File: config.mk
export PLATFORM = sky130hd
export DESIGN_NAME = trace_qualifier
export DESIGN_NICKNAME = d
export VERILOG_FILES = /design/src/rtl/tq_pkg.sv /design/src/rtl/tq_matcher.sv /design/src/rtl/tq_datapath.sv /design/src/rtl/tq_control.sv /design/src/rtl/trace_qualifier.sv
export SDC_FILE = /design/constraint.sdc
export NUM_CORES = 1
export LEC_CHECK = 0
export CORE_AREA = 10 10 252 254
export DETAILED_ROUTE_END_ITERATION = 10
export DIE_AREA = 0 0 262 264
export SYNTH_ARGS = -nofsm -noshare
export SYNTH_HDL_FRONTEND = slang
export SYNTH_HIERARCHICAL = 1
export SYNTH_SLANG_ARGS = --single-unit
File: constraint.sdc
create_clock -name clk -period 3.7 [get_ports clk]
set_clock_uncertainty 0.1 [all_clocks]
set_input_delay 0.37 -clock clk [delete_from_list [all_inputs] [get_ports clk]]
set_output_delay 0.37 -clock clk [all_outputs]
set_load 0.02 [all_outputs]
File: src/rtl/tq_pkg.sv
package tq_pkg;
  localparam int NUM_SETS  = 3;
  localparam int SET_FILT  = 0;
  localparam int SET_START = 1;
  localparam int SET_STOP  = 2;

  // Qualified hits from the datapath to the window control
  typedef struct packed {
    logic filt;
    logic start;
    logic stop;
  } hit_t;
endpackage

File: src/rtl/tq_matcher.sv
module tq_matcher #(
  parameter int CMD_W  = 6,
  parameter int SRC_W  = 5,
  parameter int DST_W  = 5,
  parameter int ADDR_W = 38
) (
  input  logic [CMD_W-1:0]        cmdCode,
  input  logic [SRC_W-1:0]        cmdSrc,
  input  logic [DST_W-1:0]        cmdDst,
  input  logic [ADDR_W-1:0]       cmdAddr,
  input  logic [(1<<CMD_W)-1:0]   cmdMask,
  input  logic [(1<<SRC_W)-1:0]   srcMask,
  input  logic [(1<<DST_W)-1:0]   dstMask,
  input  logic [ADDR_W-1:0]       addrCmp,
  input  logic [ADDR_W-1:0]       addrMask,
  output logic                    hit
);
  logic cmdHit, srcHit, dstHit, addrHit;

  always_comb begin
    cmdHit  = cmdMask[cmdCode];
    srcHit  = srcMask[cmdSrc];
    dstHit  = dstMask[cmdDst];
    addrHit = ((cmdAddr ^ addrCmp) & addrMask) == '0;
    hit     = cmdHit & srcHit & dstHit & addrHit;
  end
endmodule

File: src/rtl/tq_datapath.sv
module tq_datapath
  import tq_pkg::*;
#(
  parameter int              CMD_W     = 6,
  parameter int              SRC_W     = 5,
  parameter int              DST_W     = 5,
  parameter int              ADDR_W    = 38,
  parameter logic [CMD_W-1:0] IDLE_CODE = '0,
  parameter logic [CMD_W-1:0] RESP_CODE = '1
) (
  input  logic                                  cmdValid,
  input  logic [CMD_W-1:0]                      cmdCode,
  input  logic [SRC_W-1:0]                      cmdSrc,
  input  logic [DST_W-1:0]                      cmdDst,
  input  logic [ADDR_W-1:0]                     cmdAddr,
  input  logic [NUM_SETS-1:0][(1<<CMD_W)-1:0]   cmdMaskArr,
  input  logic [NUM_SETS-1:0][(1<<SRC_W)-1:0]   srcMaskArr,
  input  logic [NUM_SETS-1:0][(1<<DST_W)-1:0]   dstMaskArr,
  input  logic [NUM_SETS-1:0][ADDR_W-1:0]       addrCmpArr,
  input  logic [NUM_SETS-1:0][ADDR_W-1:0]       addrMaskArr,
  output hit_t                                  hits
);
  logic                legal;
  logic [NUM_SETS-1:0] rawHit;

  // Idle cycles and response traffic are excluded ahead of all masks
  assign legal = cmdValid && (cmdCode != IDLE_CODE) && (cmdCode != RESP_CODE);

  for (genvar g = 0; g < NUM_SETS; g++) begin : g_set
    tq_matcher #(
      .CMD_W (CMD_W),
      .SRC_W (SRC_W),
      .DST_W (DST_W),
      .ADDR_W(ADDR_W)
    ) u_match (
      .cmdCode (cmdCode),
      .cmdSrc  (cmdSrc),
      .cmdDst  (cmdDst),
      .cmdAddr (cmdAddr),
      .cmdMask (cmdMaskArr[g]),
      .srcMask (srcMaskArr[g]),
      .dstMask (dstMaskArr[g]),
      .addrCmp (addrCmpArr[g]),
      .addrMask(addrMaskArr[g]),
      .hit     (rawHit[g])
    );
  end

  always_comb begin
    hits.filt  = legal & rawHit[SET_FILT];
    hits.start = legal & rawHit[SET_START];
    hits.stop  = legal & rawHit[SET_STOP];
  end
endmodule

File: src/rtl/tq_control.sv
module tq_control
  import tq_pkg::*;
(
  input  logic clk,
  input  logic rst,
  input  logic trigEn,
  input  hit_t hits,
  output logic capStrobe,
  output logic winOpen
);
  logic inWindow;
  logic capNext;
  logic winNext;

  always_comb begin
    if (!trigEn) begin
      inWindow = 1'b0;
      capNext  = hits.filt;
      winNext  = 1'b0;
    end else begin
      // A start hit opens the window for its own cycle
      inWindow = winOpen | hits.start;
      capNext  = inWindow & (hits.filt | hits.start | hits.stop);
      // A stop hit is recorded, then the window shuts
      winNext  = inWindow & ~hits.stop;
    end
  end

  always_ff @(posedge clk) begin
    if (rst) begin
      capStrobe <= 1'b0;
      winOpen   <= 1'b0;
    end else begin
      capStrobe <= capNext;
      winOpen   <= winNext;
    end
  end
endmodule

File: src/rtl/trace_qualifier.sv
module trace_qualifier
  import tq_pkg::*;
#(
  parameter int               CMD_W     = 6,
  parameter int               SRC_W     = 5,
  parameter int               DST_W     = 5,
  parameter int               ADDR_W    = 38,
  parameter logic [CMD_W-1:0] IDLE_CODE = '0,
  parameter logic [CMD_W-1:0] RESP_CODE = '1
) (
  input  logic                    clk,
  input  logic                    rst,
  input  logic                    trigEn,
  input  logic [(1<<CMD_W)-1:0]   filtCmdMask,
  input  logic [(1<<SRC_W)-1:0]   filtSrcMask,
  input  logic [(1<<DST_W)-1:0]   filtDstMask,
  input  logic [ADDR_W-1:0]       filtAddrCmp,
  input  logic [ADDR_W-1:0]       filtAddrMask,
  input  logic [(1<<CMD_W)-1:0]   startCmdMask,
  input  logic [(1<<SRC_W)-1:0]   startSrcMask,
  input  logic [(1<<DST_W)-1:0]   startDstMask,
  input  logic [ADDR_W-1:0]       startAddrCmp,
  input  logic [ADDR_W-1:0]       startAddrMask,
  input  logic [(1<<CMD_W)-1:0]   stopCmdMask,
  input  logic [(1<<SRC_W)-1:0]   stopSrcMask,
  input  logic [(1<<DST_W)-1:0]   stopDstMask,
  input  logic [ADDR_W-1:0]       stopAddrCmp,
  input  logic [ADDR_W-1:0]       stopAddrMask,
  input  logic                    cmdValid,
  input  logic [CMD_W-1:0]        cmdCode,
  input  logic [SRC_W-1:0]        cmdSrc,
  input  logic [DST_W-1:0]        cmdDst,
  input  logic [ADDR_W-1:0]       cmdAddr,
  output logic                    capStrobe,
  output logic                    winOpen
);
  localparam int CMD_N = 1 << CMD_W;
  localparam int SRC_N = 1 << SRC_W;
  localparam int DST_N = 1 << DST_W;

  logic [NUM_SETS-1:0][CMD_N-1:0]  cmdMaskArr;
  logic [NUM_SETS-1:0][SRC_N-1:0]  srcMaskArr;
  logic [NUM_SETS-1:0][DST_N-1:0]  dstMaskArr;
  logic [NUM_SETS-1:0][ADDR_W-1:0] addrCmpArr;
  logic [NUM_SETS-1:0][ADDR_W-1:0] addrMaskArr;
  hit_t                            hitBus;

  always_comb begin
    cmdMaskArr[SET_FILT]   = filtCmdMask;
    srcMaskArr[SET_FILT]   = filtSrcMask;
    dstMaskArr[SET_FILT]   = filtDstMask;
    addrCmpArr[SET_FILT]   = filtAddrCmp;
    addrMaskArr[SET_FILT]  = filtAddrMask;
    cmdMaskArr[SET_START]  = startCmdMask;
    srcMaskArr[SET_START]  = startSrcMask;
    dstMaskArr[SET_START]  = startDstMask;
    addrCmpArr[SET_START]  = startAddrCmp;
    addrMaskArr[SET_START] = startAddrMask;
    cmdMaskArr[SET_STOP]   = stopCmdMask;
    srcMaskArr[SET_STOP]   = stopSrcMask;
    dstMaskArr[SET_STOP]   = stopDstMask;
    addrCmpArr[SET_STOP]   = stopAddrCmp;
    addrMaskArr[SET_STOP]  = stopAddrMask;
  end

  tq_datapath #(
    .CMD_W    (CMD_W),
    .SRC_W    (SRC_W),
    .DST_W    (DST_W),
    .ADDR_W   (ADDR_W),
    .IDLE_CODE(IDLE_CODE),
    .RESP_CODE(RESP_CODE)
  ) u_dp (
    .cmdValid   (cmdValid),
    .cmdCode    (cmdCode),
    .cmdSrc     (cmdSrc),
    .cmdDst     (cmdDst),
    .cmdAddr    (cmdAddr),
    .cmdMaskArr (cmdMaskArr),
    .srcMaskArr (srcMaskArr),
    .dstMaskArr (dstMaskArr),
    .addrCmpArr (addrCmpArr),
    .addrMaskArr(addrMaskArr),
    .hits       (hitBus)
  );

  tq_control u_ctl (
    .clk      (clk),
    .rst      (rst),
    .trigEn   (trigEn),
    .hits     (hitBus),
    .capStrobe(capStrobe),
    .winOpen  (winOpen)
  );
endmodule

# Yosys cells after proc, flatten, opt, wreduce, memory -nomap -nowiden
# Index checks and enable logic that the tools add are counted.
# totals
reg_bits,2
out_inout_bits,2
in_bits,670
elab_cells,57
# classes
eq_ne,1
n_reduce_logical,7
n_bitwise,25
mux,19
magnitude_cmp,3
# op_table
op,n
AND 38 bit,3
zero test 38 bit,3
XOR 38 bit,3
binary-select mux 1 bit (select 5 bit),6
binary-select mux 1 bit (select 6 bit),3
AND 1 bit,14
"less-than comparator 5 x 6 -> 1 bit, second input constant",2
two-way mux 1 bit,10
"less-than comparator 6 x 7 -> 1 bit, second input constant",1
"inequality test 6 bit, second input constant",1
nonzero test 6 bit,1
OR 1 bit,3
logical AND 1 bit,2
NOT 1 bit,2
OR reduction 2 bit,1

# Longest topological paths before layout
# Gate-level depths: netlist (run 1).
# logic_depth
word_depth,10
depth_mapped,11
ltp_nobuf,10

# Modules after synthesis
# The synthesis (run 1) kept the hierarchy.
# modules_own_cells
module,area_each_um2,cells_each,n_inst,seq_area_each_um2
tq_matcher,1601.5,146,3,0.0
tq_control,92.6,9,1,40.0
tq_datapath,71.3,10,1,0.0

# Worst setup path after synthesis (run 1)
# No wires, ideal clock.
# synth_path
path_kind,input to register
startpoint,input port cmdDst[1]
endpoint,register u_ctl.capStrobe
setup_slack_ns,1.074
setup_time_ns,0.079
arrival_ns,2.446
cell_stages,11
path_cell_list,buf_6 -> mux2i_1 -> mux4_2 -> nand3b_1 -> nand4_1 -> a311o_1 -> nor4_1 -> nand2_1 -> a221oi_1 -> o22ai_2 -> a211oi_2
# synth_rtl
item,line,source
"start, declared",trace_qualifier.sv:32,"input logic [DST_W-1:0] cmdDst,"
"end signal, assigned",tq_control.sv:34,capStrobe <= capNext;
"end, declared",tq_control.sv:8,"output logic capStrobe,"

==> metrics.sh, run 1 <==
CRITPATHBUFINV=1
GR_OVFL_TOTAL=0
FINAL.MIN_CLOCK_PERIOD_NS=3.54
SLEW_HEADROOM_PCT=53.3
YOSYS_WARNINGS=6
NUMBER_OF_ROUTED_NETS_WITH_ANTENNA_VIOLATIONS=0
CRITPATHLAUNCH='cmdAddr[29]'
SIMPLE_GATE_SHARE_OF_THE_SYNTHESIZED_AREA_PCT=9.09
IO_BUFFERS=671
ANTENNA_FOUND_INITIAL=14
GLOBAL_ROUTE.USAGE.TOTAL_PCT=12.7
SYNTH_TOP_AREA_SHARE_PCT=36.7
POST_SYNTH_MOST_FREQUENT_CELLS='xor2_1 (114), mux4_2 (81), mux2i_1 (30)'
SYNTH.LIB_CELLS_USED.DISTINCT=35
CLK-INSERTION-DELAY-LATE_NS=0.22
P_PER_AREA_nW_PER_UM2=127
CLKSLEWWORSTSETUPHOLDPATHS_NS=0.03
PLACEMENT_ROWS=89
CRITICAL_PATH.STARTPOINT_TYPE='input port'
NUM-NETS-FINAL=1822
SYNTH.AVG_CELL_AREA_UM2=10.9
SYN_TO_FINAL_GROWTH_PCT=162
GRT_FIRST_PASS_WIRELENGTH_UM=63500
CAP_VIOLATIONS=0
R2R_START='u_ctl/winOpen'
CPPEAKSTAGEDELAY_NS=0.60
PLACE.DETAILED.HPWL_UM=44300
DOMINANT_COMBINATIONAL_CELL_FAMILY_BY_AREA_AFTER_SYNTHESIS='multiplexers'
REGISTER_AREA_UM2=40.0
REMAINING_DRCS=0
WORSTPATHCELLLIST='clkdlybuf4s50_1 > xor2_1 > a22o_1 > a221oi_2 > nand4_1 > or4_1 > nor4_1 > nand2_1 > a221oi_1 > o22ai_2 > a211oi_2'
DRIVE_ABOVE_1_SHARE_PCT=13.3
RUN_STATUS='finished, final reports clean'
SYNTH_MOST_COMMON_CELL='xor2_1'
SWITCHING_PART_OF_THE_TOTAL_PCT=31.6
DRT_FIRST_PASS_ITERS=5
TRITONCTS='built'
CLOCK_PATH_BUFFERS=2
CRIT_TYPE='in -> reg'
CORE_AREA_UM2=58500
FIN_WORST_HOLD_SLACK_NS=0.437
MIN-DELAY-START='u_ctl/winOpen'
DIEAREA_UM2=69200
CHIPHEIGHT_UM=264
FIRST_GLOBAL_VIAS=8543
PLACEMENT.CELL_AREA_UM2=12800
GRT_START_MAX_NET_PINS=34
CPLARGESTDELAYFAMILY='compound AO/OA/AOI/OAI gates'
POST_SYNTH_INSTANCE_AREA_UM2=4970
POSTLAYOUTCELLAREA_UM2=13000
GPL.FINAL_WEIGHTED_CONGESTION=1.00
AREA_OF_THE_MULTI_INPUT_GATES_UM2=4780
SLEW_VIOL_FINAL=0
SYNTH-COMPOUND-AREA-SHARE_PCT=15.8
SYNTHCELLS=457
AVGROUTEDWIREPERCELL_UM=24.5
SYNTHARSTFLOPSHARE_PCT=0
NETLIST_TOP_CELLS_AREA='mux4_2 (37%), xor2_1 (20%), mux4_1 (6.3%)'
ROUTE.DETAILED.VIAS_PER_INST=3.81
CP_DATA_ARRIVAL_TIME_NS=3.58
SYNTH_SEQUENTIAL_AREA_RATIO_PCT=0.806
CRIT_PATH_MAX_FANOUT=3
DRT_WL_TOTAL_UM=47200
ROOT_BUFFER='clkbuf_16'
SYNTH_FA_HA_AREA_SHARE_PCT=0
NUM-FILL-CELLS=6371
MAX_FREQ_MHz=282
WORST_PIN_SLEW_NS=0.682
PRE_CTS_WS_NS=-0.411
CRITICAL_PATH_REQUIRED_NS=3.74
DOMINANTREGCELLSYNTH='dfxtp_1'
REGISTER_BIT_COUNT_REPORTED_BY_YOSYS=2
IO-PIN-COUNT=672
TIMING.FINAL.SETUP_VIOLATIONS=0
COMBINATIONAL_POWER_SHARE_PCT=88.8
LEAKAGE_nW=4.66
POWER.SHARE.CLOCK_PCT=9.9
NETLIST.TOP_CELL.BY_AREA='mux4_2'
CTS.HTREE.LEVELS=1
INITIAL_UTIL_PCT=8.50
SYNTH_ENABLE_FLOP_CELLS=0
WORST_IR_DROP_VDD_mV=0.0810
FIN_CRIT_SH_PCT=95.7
POWER.INTERNAL_mW=1.13
TRITONCTS.NUM_BUFFERS=3
VIA_COUNT=7347
DIE_X_UM=262
PWR-SHARE-SEQ_PCT=1.3
POSTSYNTHNETCOUNT=1127
WORSTSETUPENDPOINTTYPE='register'
UNREPAIRED_SETUP_ENDPOINTS_AFTER_GLOBAL_ROUTING='no'
CRIT_SLOWEST_CELL='or4_1'
FINAL_CRITICAL_PATH_SETUP_SLACK_NS=0.159
HOLD_PATH.CLASS='reg -> reg'
REPORT.FINAL.HOLD_VIOL_COUNT=0
SYNTH_XOR_AREA_SHARE_PCT=20.1
SYNTH.AREA.MUX_SHARE_PCT=49.8
P_SWITCHING_mW=0.521
CTS.SINK_COUNT=2
DRT_ITER0_DRC=365
[through the flow]
stage / power [mW] / utilization, % / setup TNS, ns / std cells
after floorplan: 0.475 / - / 0 / 457
after global placement: 1.48 / 22.0 / -0.610 / 1920
after detailed placement: 1.48 / 22.0 / -0.615 / 1920
after CTS: 1.66 / 22.2 / 0 / 1923
after global routing: 1.75 / 22.2 / 0 / 1929
final: 1.65 / 22.2 / 0 / 1929
[what timing repair did]
| action | CTS | global route |
|---|---|---|
| hold buffers | 0 | 0 |
| setup endpoints to repair | 1 | 2 |
| setup buffers | 0 | 0 |
| gates resized for setup | 4 | 6 |
[area by class of cell]
| type | instances | area share (%) |
|---|---|---|
| multi-input cells | 420 | 36.7 |
| inverters | 8 | 0.231 |
| repair buffers | 717 | 54.6 |
| flip-flops and latches | 2 | 0.308 |
| clock buffers | 3 | 0.577 |
| diodes | 6 | 0.115 |
| well taps | 773 | 7.44 |
[path summary, 6_finish.rpt]
check / to / slack, ns / cells past startpoint
setup reg to reg: u_ctl/capStrobe / 2.79 / 2
setup / recovery: u_ctl/capStrobe / 0.16 / 11
hold / removal: u_ctl/winOpen / 0.44 / 2
hold reg to reg: u_ctl/winOpen / 0.44 / 2
[registers in the layout, summed over array words and instances, names as in the netlist]
name             count
u_ctl/winOpen        1
u_ctl/capStrobe      1
[worst min-delay path, cell delays in order (launching register included)]
cell and delay (ns):
dfxtp_1 0.33, nor2_1 0.12, nor4_2 0.05
[cells by family after synthesis]
kind of cell / count (synthesis)
AND/OR/NAND/NOR: 85
flip-flops: 2
XOR/XNOR: 114
AO/OA/AOI/OAI: 95
buffers and inverters: 35
multiplexers: 126
[power groups by stage]
stage                     registers, mW  logic, mW  clock network, mW
after global routing             0.0217       1.56              0.170
after detailed placement         0.0220       1.46                  0
final                            0.0217       1.46              0.163
after CTS                        0.0217       1.47              0.167
after floorplan                  0.0220      0.453                  0
after global placement           0.0220       1.46                  0
[per-layer routing]
metal  part of all wire [%]  wire, µm  GRT usage (%)
met2                     49     23300           22.4
met5                  0.057        27              0
met3                    9.1      4320           3.95
met1                     40     19000           14.9
met4                    1.3       622           2.30
[cell usage in the layout (no fill, tap or decap), types with 4 or more instances in the layout]
cell type	n
nor2b_1	6
clkdlybuf4s50_1	666
mux4_2	81
mux4_1	12
a22o_1	24
xor2_1	114
nand2_1	18
a221oi_1	20
buf_4	42
nand3b_1	6
buf_12	5
nor2_1	15
buf_2	4
a31oi_1	6
inv_1	7
a211oi_1	6
nand3_1	21
mux2i_1	30
a22oi_1	21
diode_2	6
nand4_1	9
a221oi_2	7
(Power assumes the default switching activity.)
==> inputs of run 2 (changes only) <==
- CTS_CLUSTER_SIZE: unset -> 20
- GPL_ROUTABILITY_DRIVEN: unset -> 0
==> run 2 against run 1 <==
Effect of this change: power fell by 1.2%; clock power hardly changed; largest cell class unchanged; sequential power hardly changed; sequential share of layout area about the same; critical endpoint unchanged; first-iteration DRC count rose by 14%; final cell count decreased by 0.47%; global-route usage decreased by 0.64 points.
==> metrics.sh, run 2 (synthesized netlist as in run 1, its figures left out) <==
RUN_STATUS='finished, final reports clean'
DRT_ITER0_DRC=415
WORST_PIN_SLEW_NS=0.644
CTS.SINK_COUNT=2
REMAINING_DRCS=0
ROOT_BUFFER='clkbuf_16'
HOLD_PATH.CLASS='reg -> reg'
CLK-INSERTION-DELAY-LATE_NS=0.22
CPPEAKSTAGEDELAY_NS=0.60
CRIT_SLOWEST_CELL='or4_4'
FIN_CRIT_SH_PCT=93.5
IO_BUFFERS=671
TRITONCTS='built'
WORSTPATHCELLLIST='clkdlybuf4s50_1 > xor2_1 > a22o_1 > a221oi_1 > nand4_1 > or4_4 > nor4_2 > nand2_1 > a221oi_1 > o22ai_2 > a211oi_2'
FIN_TOTAL_PWR_mW=1.63
CRITICAL_PATH_REQUIRED_NS=3.73
CRIT_PATH_MAX_FANOUT=3
NUM-FILL-CELLS=6362
NUMBER_OF_ROUTED_NETS_WITH_ANTENNA_VIOLATIONS=0
REPORT.FINAL.HOLD_VIOL_COUNT=0
P_PER_AREA_nW_PER_UM2=126
AREA_OF_THE_MULTI_INPUT_GATES_UM2=4760
CLKSLEWWORSTSETUPHOLDPATHS_NS=0.03
SLEW_VIOL_FINAL=0
AVGROUTEDWIREPERCELL_UM=23.6
CAP_VIOLATIONS=0
FINAL_CRITICAL_PATH_SETUP_SLACK_NS=0.240
PLACEMENT.CELL_AREA_UM2=12800
CRIT_TYPE='in -> reg'
TOP_REGS='u_ctl/capStrobe x1, u_ctl/winOpen x1'
SYN_TO_FINAL_GROWTH_PCT=160
CORE_AREA_UM2=58500
CTSHOLDBUFFERS=0
DIEAREA_UM2=69200
FF2FF_PATH_DEPTH=2
REGISTER_AREA_UM2=40.0
WORSTSETUPENDPOINTTYPE='register'
NUMPLACEDINSTANCES=1917
CELL_DEPTH_OF_THE_WORST_HOLD_PATH=2
FINAL.MIN_CLOCK_PERIOD_NS=3.46
CELL_OCCURRING_MOST_OFTEN_ALONG_THE_WORST_TIMING_PATH='a221oi_1'
MAX_FREQ_MHz=289
GLOBAL_ROUTE.USAGE.TOTAL_PCT=12.1
TOTAL_NEGATIVE_SETUP_SLACKS_NS=0
LAYOUT.CELLS.MOST_COMMON='clkdlybuf4s50_1'
GRT_FIRST_PASS_WIRELENGTH_UM=60600
DRT_WL_TOTAL_UM=45300
IO-PIN-COUNT=672
PLACEMENT_ROWS=89
CLOCK_PATH_BUFFERS=2
PRE_CTS_WS_NS=-0.292
FIRST_GLOBAL_VIAS=8385
VIA_COUNT=7262
FIN_WORST_HOLD_SLACK_NS=0.423
POST-ROUTE-UTIL_PCT=22.1
ANTENNA_FOUND_INITIAL=7
ANTENNA_CELLS=0
CRITICAL_PATH.STARTPOINT_TYPE='input port'
INITIAL_UTIL_PCT=8.50
SLEW_HEADROOM_PCT=56.9
ROUTE.DETAILED.VIAS_PER_INST=3.78
LEAKAGE_nW=4.64
DIE_X_UM=262
CHIPHEIGHT_UM=264
WORST_IR_DROP_VDD_mV=0.127
MOST_FREQUENT_CELLS_IN_THE_LAYOUT='clkdlybuf4s50_1 (666), xor2_1 (114), mux4_2 (81), buf_4 (40), mux2i_1 (30)'
POSTLAYOUTCELLAREA_UM2=12900
CTS.HTREE.LEVELS=1
GRT_START_MAX_NET_PINS=34
GR_OVFL_TOTAL=0
TRITONCTS.NUM_BUFFERS=3
PLACE.DETAILED.HPWL_UM=42500
DRIVE_ABOVE_1_SHARE_PCT=13.0
DRT_FIRST_PASS_ITERS=6
NUM-NETS-FINAL=1819
FINAL-INSTANCE-COUNT-EXCL-FILL=1920
TIMING.FINAL.SETUP_VIOLATIONS=0
CP_DATA_ARRIVAL_TIME_NS=3.49
-- run 2: what timing repair did --
| action | 4_1_cts | 5_1_grt |
|---|---|---|
| resized for setup | 2 | 6 |
| setup endpoints to repair | 1 | 2 |
| buffers inserted | 0 | 0 |
-- run 2: final cells by class --
cell class              instances  area share, %
repair buffers                714           54.6
multi-input cells             420           36.8
well taps                     773           7.48
inverters                       8          0.232
flip-flops and latches          2          0.309
clock buffers                   3          0.580
-- run 2: where the power goes --
part           internal (mW)  switching (mW)
Sequential            0.0218    0.0000000290
Clock                  0.137          0.0225
Combinational          0.964           0.484
Total                   1.12           0.507
-- run 2: final timing paths --
kind / start / to / slack (ns)
worst min-delay path: u_ctl/winOpen / u_ctl/winOpen / 0.42
worst max register to register: u_ctl/winOpen / u_ctl/capStrobe / 2.83
worst max-delay path: cmdAddr[25] / u_ctl/capStrobe / 0.24
worst min register to register: u_ctl/winOpen / u_ctl/winOpen / 0.42
-- run 2: per-layer routing --
| metal | up-vias | global-route usage (%) | part of all wire (%) |
|---|---|---|---|
| li1 | 3332 | - | - |
| met1 | 3411 | 14.0 | 39 |
| met2 | 483 | 21.1 | 48 |
| met3 | 36 | 4.06 | 10 |
| met4 | 0 | 2.49 | 2.2 |
| met5 | - | 0 | 0 |
-- run 2: critical path, delay by kind of cell --
| kind | cells | cell delay [ns] |
|---|---|---|
| AO/OA/AOI/OAI | 5 | 1.39 |
| XOR/XNOR | 1 | 0.20 |
| buffers and inverters | 1 | 0.47 |
| AND/OR/NAND/NOR | 4 | 1.06 |
